### config.mk
export PLATFORM = sky130hd
export DESIGN_NAME = fpx_exc_ctrl
export DESIGN_NICKNAME = d
export VERILOG_FILES = /design/src/rtl/fpx_pkg.sv /design/src/rtl/fpx_handshake.sv /design/src/rtl/fpx_flag_reg.sv /design/src/rtl/fpx_mask_reg.sv /design/src/rtl/fpx_irq_gen.sv /design/src/rtl/fpx_exc_ctrl.sv
export SDC_FILE = /design/constraint.sdc
export NUM_CORES = 1
export LEC_CHECK = 0
export CAP_MARGIN = 20
export CORE_UTILIZATION = 40
export DETAILED_ROUTE_END_ITERATION = 7
export MAX_ROUTING_LAYER = met4
export PLACE_DENSITY_LB_ADDON = 0.15
export SYNTH_ARGS = -nofsm -noshare
export SYNTH_HDL_FRONTEND = slang
export SYNTH_SLANG_ARGS = --single-unit
### constraint.sdc
create_clock -name clk_i -period 1.48 [get_ports clk_i]
set_input_delay 0.148 -clock clk_i [delete_from_list [all_inputs] [get_ports clk_i]]
set_output_delay 0.148 -clock clk_i [all_outputs]
set_load 0.005 [all_outputs]
### src/rtl/fpx_pkg.sv
package fpx_pkg;
  localparam int unsigned NUM_EXC = 5;

  typedef enum int unsigned {
    EXC_INVALID  = 0,
    EXC_DIVZERO  = 1,
    EXC_OVERFLOW = 2,
    EXC_UNDERFLW = 3,
    EXC_INEXACT  = 4
  } exc_idx_e;

  localparam logic ADDR_FLAGS = 1'b0;
  localparam logic ADDR_MASK  = 1'b1;
endpackage

### src/rtl/fpx_handshake.sv
module fpx_handshake #(
  parameter int unsigned NEXC = 5
) (
  input  logic            clk_i,
  input  logic            rst_ni,
  input  logic            load_i,
  input  logic            dp_done_i,
  input  logic [NEXC-1:0] dp_exc_i,
  output logic            dp_start_o,
  output logic            busy_o,
  output logic            ready_o,
  output logic [NEXC-1:0] exc_set_o
);
  logic busy_q, ready_q;
  logic accept_done;

  assign accept_done = dp_done_i & busy_q;
  assign dp_start_o  = load_i & ~busy_q;
  assign exc_set_o   = accept_done ? dp_exc_i : '0;

  always_ff @(posedge clk_i or negedge rst_ni) begin
    if (!rst_ni) begin
      busy_q  <= 1'b0;
      ready_q <= 1'b0;
    end else begin
      ready_q <= accept_done;
      if (accept_done)     busy_q <= 1'b0;
      else if (dp_start_o) busy_q <= 1'b1;
    end
  end

  assign busy_o  = busy_q;
  assign ready_o = ready_q;

  a_r2_start_sets_busy: assert property (@(posedge clk_i) disable iff (!rst_ni)
    dp_start_o |=> busy_o);
  a_r3_ready_single: assert property (@(posedge clk_i) disable iff (!rst_ni)
    ready_o |=> !ready_o);
  a_r3_done_frees: assert property (@(posedge clk_i) disable iff (!rst_ni)
    (dp_done_i && busy_o) |=> (ready_o && !busy_o));
endmodule

### src/rtl/fpx_flag_reg.sv
module fpx_flag_reg #(
  parameter int unsigned NEXC = 5
) (
  input  logic            clk_i,
  input  logic            rst_ni,
  input  logic [NEXC-1:0] set_i,
  input  logic [NEXC-1:0] clr_i,
  output logic [NEXC-1:0] flag_o
);
  logic [NEXC-1:0] flag_q;

  // per-bit: set has priority over write-one-to-clear
  for (genvar i = 0; i < NEXC; i++) begin : g_flag
    always_ff @(posedge clk_i or negedge rst_ni) begin
      if (!rst_ni)       flag_q[i] <= 1'b0;
      else if (set_i[i]) flag_q[i] <= 1'b1;
      else if (clr_i[i]) flag_q[i] <= 1'b0;
    end
  end

  assign flag_o = flag_q;

  a_r5_sticky: assert property (@(posedge clk_i) disable iff (!rst_ni)
    (clr_i == '0) |=> ((flag_o & $past(flag_o)) == $past(flag_o)));
  a_r8_set_wins: assert property (@(posedge clk_i) disable iff (!rst_ni)
    ((set_i & clr_i) != '0) |=> ((flag_o & $past(set_i & clr_i)) == $past(set_i & clr_i)));
  a_r4_recorded: assert property (@(posedge clk_i) disable iff (!rst_ni)
    (set_i != '0) |=> ((flag_o & $past(set_i)) == $past(set_i)));
endmodule

### src/rtl/fpx_mask_reg.sv
module fpx_mask_reg #(
  parameter int unsigned NEXC = 5
) (
  input  logic            clk_i,
  input  logic            rst_ni,
  input  logic            we_i,
  input  logic [NEXC-1:0] wdata_i,
  output logic [NEXC-1:0] mask_o
);
  logic [NEXC-1:0] mask_q;

  always_ff @(posedge clk_i or negedge rst_ni) begin
    if (!rst_ni)   mask_q <= '1;
    else if (we_i) mask_q <= wdata_i;
  end

  assign mask_o = mask_q;

  a_r9_mask_load: assert property (@(posedge clk_i) disable iff (!rst_ni)
    we_i |=> (mask_o == $past(wdata_i)));
  a_r9_mask_hold: assert property (@(posedge clk_i) disable iff (!rst_ni)
    !we_i |=> $stable(mask_o));
endmodule

### src/rtl/fpx_irq_gen.sv
module fpx_irq_gen #(
  parameter int unsigned NEXC = 5
) (
  input  logic            clk_i,
  input  logic            rst_ni,
  input  logic [NEXC-1:0] flag_i,
  input  logic [NEXC-1:0] mask_i,
  output logic            irq_o
);
  logic irq_q;

  always_ff @(posedge clk_i or negedge rst_ni) begin
    if (!rst_ni) irq_q <= 1'b0;
    else         irq_q <= |(flag_i & ~mask_i);
  end

  assign irq_o = irq_q;

  a_r10_irq_rise: assert property (@(posedge clk_i) disable iff (!rst_ni)
    ((flag_i & ~mask_i) != '0) |=> irq_o);
  a_r10_irq_fall: assert property (@(posedge clk_i) disable iff (!rst_ni)
    ((flag_i & ~mask_i) == '0) |=> !irq_o);
endmodule

### src/rtl/fpx_exc_ctrl.sv
module fpx_exc_ctrl
  import fpx_pkg::*;
#(
  parameter int unsigned NEXC = fpx_pkg::NUM_EXC
) (
  input  logic            clk_i,
  input  logic            rst_ni,
  input  logic            load_i,
  output logic            busy_o,
  output logic            dp_start_o,
  input  logic            dp_done_i,
  input  logic [NEXC-1:0] dp_exc_i,
  output logic            ready_o,
  input  logic            reg_we_i,
  input  logic            reg_addr_i,
  input  logic [NEXC-1:0] reg_wdata_i,
  output logic [NEXC-1:0] reg_rdata_o,
  output logic            irq_o
);
  logic [NEXC-1:0] exc_set, flag_clr, flags, mask;
  logic            mask_we;

  assign flag_clr = (reg_we_i && reg_addr_i == ADDR_FLAGS) ? reg_wdata_i : '0;
  assign mask_we  = reg_we_i && reg_addr_i == ADDR_MASK;

  fpx_handshake #(.NEXC(NEXC)) u_hs (
    .clk_i, .rst_ni, .load_i, .dp_done_i, .dp_exc_i,
    .dp_start_o, .busy_o, .ready_o, .exc_set_o(exc_set)
  );

  fpx_flag_reg #(.NEXC(NEXC)) u_flags (
    .clk_i, .rst_ni, .set_i(exc_set), .clr_i(flag_clr), .flag_o(flags)
  );

  fpx_mask_reg #(.NEXC(NEXC)) u_mask (
    .clk_i, .rst_ni, .we_i(mask_we), .wdata_i(reg_wdata_i), .mask_o(mask)
  );

  fpx_irq_gen #(.NEXC(NEXC)) u_irq (
    .clk_i, .rst_ni, .flag_i(flags), .mask_i(mask), .irq_o
  );

  assign reg_rdata_o = (reg_addr_i == ADDR_MASK) ? mask : flags;

  a_r3_idle_done_ignored: assert property (@(posedge clk_i) disable iff (!rst_ni)
    (dp_done_i && !busy_o && !reg_we_i) |=> ($stable(flags) && !ready_o));
  a_r2_busy_no_start: assert property (@(posedge clk_i) disable iff (!rst_ni)
    busy_o |-> !dp_start_o);
endmodule

==> flow_summary.yaml <==
logic_synthesis:
  synth-simple-area-share: 0.106
  synth_top_family_by_area: "multiplexers"
  muxShareOfSynthArea: 0.155
  ys_seq_area_frac: 0.549
  synthTopCellsByArea: "dfrtp_1 33%, dfstp_2 22%, mux2_2 13%"
  syn_avg_cell_area_sq_um: 12.1
  synth_area_sq_um: 604
  synthCells: 50
  synth_cell_type_count: 19
  ys_warn_count: 0
  syn-num-nets: 66
  ys_ff_latch: 13
  yosys.area.top_type: "dfrtp_1"
  synth-xor-area-share: 0
  synth_compound_area_frac: 0.133
  synthAdderAreaFrac: 0
  synth_top_area_frac: 0.331
clock_network:
  clk_pin_slew_worst_paths_ps: 80
  cts_root_buf: "clkbuf_4"
  insertion_delay_ps: 270
  numCtsBuffers: 3
  ctsLongestPathBuffers: 2
  cts.hold.buffers_added: 0
  cts_tree: "built"
  clkSinkCount: 13
  cts.htree.levels: 1
floorplanning:
  core_area_sq_um: 1350
  start_util: 0.448
  dieArea_sq_um: 1670
  die_width_microns: 40.9
  io-pin-count: 25
  num_rows: 13
  die_h_microns: 40.9
layout:
  final_cell_mix: "17 x clkdlybuf4s50_1, 8 x dfrtp_1, 7 x mux2_2"
  final_common_cell: "clkdlybuf4s50_1"
  fin_area_sq_um: 906
  instances_no_fill: 96
  num_antenna_cells: 0
  utilization: 0.671
  syn_to_final_growth_pct: 49.9
  fin_nets: 98
  fillers: 119
  drive_gt1_frac: 0.284
critical_path:
  crit_start: "u_flags.flag_o[0]$_DFFE_PN0P_"
  critPathCapture: "reg_rdata_o[0]"
  critPathLaunchType: "register"
  r2r_end: "u_irq.irq_o$_DFF_PN0_"
  r2r_setup_slack_ps: 130
  path_max_fanout: 3
  r2r_cells: 4
  end_kind: "primary output"
  cp_num_cells: 2
  slowest_delay_ps: 400
  rr_startpoint: "u_mask.mask_o[3]$_DFFE_PN1P_"
  crit_buf_inv: 1
  slowest_stage: "dfrtp_1"
  cp.arrival_ps: 1200
  crit_chain: "mux2_2, dlygate4sd2_1"
  crit_family: "flip-flops"
  cp.required_ps: 1330
  crit_type: "reg2out"
flow_run:
  cap_violations: 0
detailed_routing:
  drt_wl_total_microns: 1260
  initialDrtViolationCount: 10
  vias_per_cell: 5.08
  drtPass1Iterations: 4
  drcViolationCount: 0
  drt-wirelength-per-cell_microns: 13.1
  vias: 488
  ant_nets: 0
grt:
  grt_pass1_wl_microns: 1880
  grt.busiest_layer: "met2"
  antenna_found_initial: 0
  use_met3: 0.0489
  grt_use_met2: 0.320
  grt_use_total: 0.179
  first_global_vias: 454
  met1_usage: 0.201
  grt_overflow: 0
  grt_max_degree: 14
placement:
  gp_routability_congestion: 0.818
  port_buffers: 24
  dp_cells: 89
  place_area_sq_um: 862
  hpwl_microns: 913
power:
  finalPower_mw: 0.952
  clkPwrFrac: 0.225
  switching_share: 0.255
  leakagePower_nw: 0.432
  p_sw_mw: 0.243
  p_seq_frac: 0.489
  pwr-share-comb: 0.286
  powerDensity_nw_per_um2: 1050
  internal_power_mw: 0.710
  peakVddDrop_mv: 0.525
sta:
  hold_viol: 0
  fmax_mhz: 742
  tightestPinTransition_ps: 313
  fin_crit_sh: 0.910
  holdWs_ps: 182
  drv_slew: 0
  finalSetupViolations: 0
  rsz0062_at_grt: "false"
  max_slew_margin: 0.792
  finalClockSkew_ps: 3.53
  final.min_clock_period_ps: 1350
hold_path:
  hp-class: "in2async"
status:
  status: "complete, no violations"
[layout make-up]
type	count	area, sq um	share of cell area
multi-input combinational	30	238	0.262
timing repair buffer	29	273	0.301
inverter	5	18.8	0.0207
sequential	13	332	0.366
clock buffer	4	26.3	0.0290
tap	15	18.8	0.0207
[state kept, by name, summed over array words and instances (netlist names)]
register and flops:
u_flags.flag_o 5, u_hs.busy_o 1, u_mask.mask_o 5, u_irq.irq_o 1, u_hs.ready_o 1
[kinds of logic after synthesis]
group | Yosys count
mux | 8
flops | 13
simple gates | 11
compound gates | 11
buf+inv | 7
[power by group through the flow]
stage / Sequential (mW) / Combinational [mW] / Clock [mW]
after floorplan: 0.466 / 0.125 / 0
after global placement: 0.474 / 0.271 / 0
after detailed placement: 0.476 / 0.275 / 0
after CTS: 0.466 / 0.278 / 0.225
after global routing: 0.473 / 0.301 / 0.242
final: 0.465 / 0.273 / 0.214
[worst min-delay path by stage]
stage / endpoint / start / cells past startpoint
floorplan: u_flags.flag_o[0]$_DFFE_PN0P_ / rst_ni / 0
global placement: u_flags.flag_o[4]$_DFFE_PN0P_ / rst_ni / 2
detailed placement: u_irq.irq_o$_DFF_PN0_ / rst_ni / 2
CTS: u_irq.irq_o$_DFF_PN0_ / rst_ni / 2
global route: u_flags.flag_o[3]$_DFFE_PN0P_ / rst_ni / 2
finish: u_flags.flag_o[2]$_DFFE_PN0P_ / rst_ni / 2
[metrics by stage]
stage	setup TNS, ps	worst slack, ps
5_1_grt	0	66.5
3_5_place_dp	-945	-219
6_report	0	133
3_3_place_gp	-969	-214
2_1_floorplan	0	349
4_1_cts	0	28.2
[layer usage]
layer,routed length (microns),vias up
met3,85,0
li1,-,234
met4,0,0
met2,596,17
met1,572,237
met5,0,-
[what timing repair did]
action | in CTS | in global routing
pin swaps | 0 | 0
gates resized for setup | 6 | 1
endpoints found under the setup margin | 5 | 1
setup buffers | 3 | 0
[cell usage after synthesis]
cell type / instances
dfrtp_1: 8
mux2_2: 7
dfstp_2: 5
inv_1: 5
nand2_1: 5
a22o_1: 3
a21o_1: 2
a21oi_1: 2
nor2_1: 2
o21ai_0: 2
a222oi_1: 1
and2_1: 1
buf_2: 1
buf_6: 1
mux2_4: 1
nand2_4: 1
nor2b_1: 1
nor2b_4: 1
o221ai_1: 1
(Power assumes the default switching activity.)
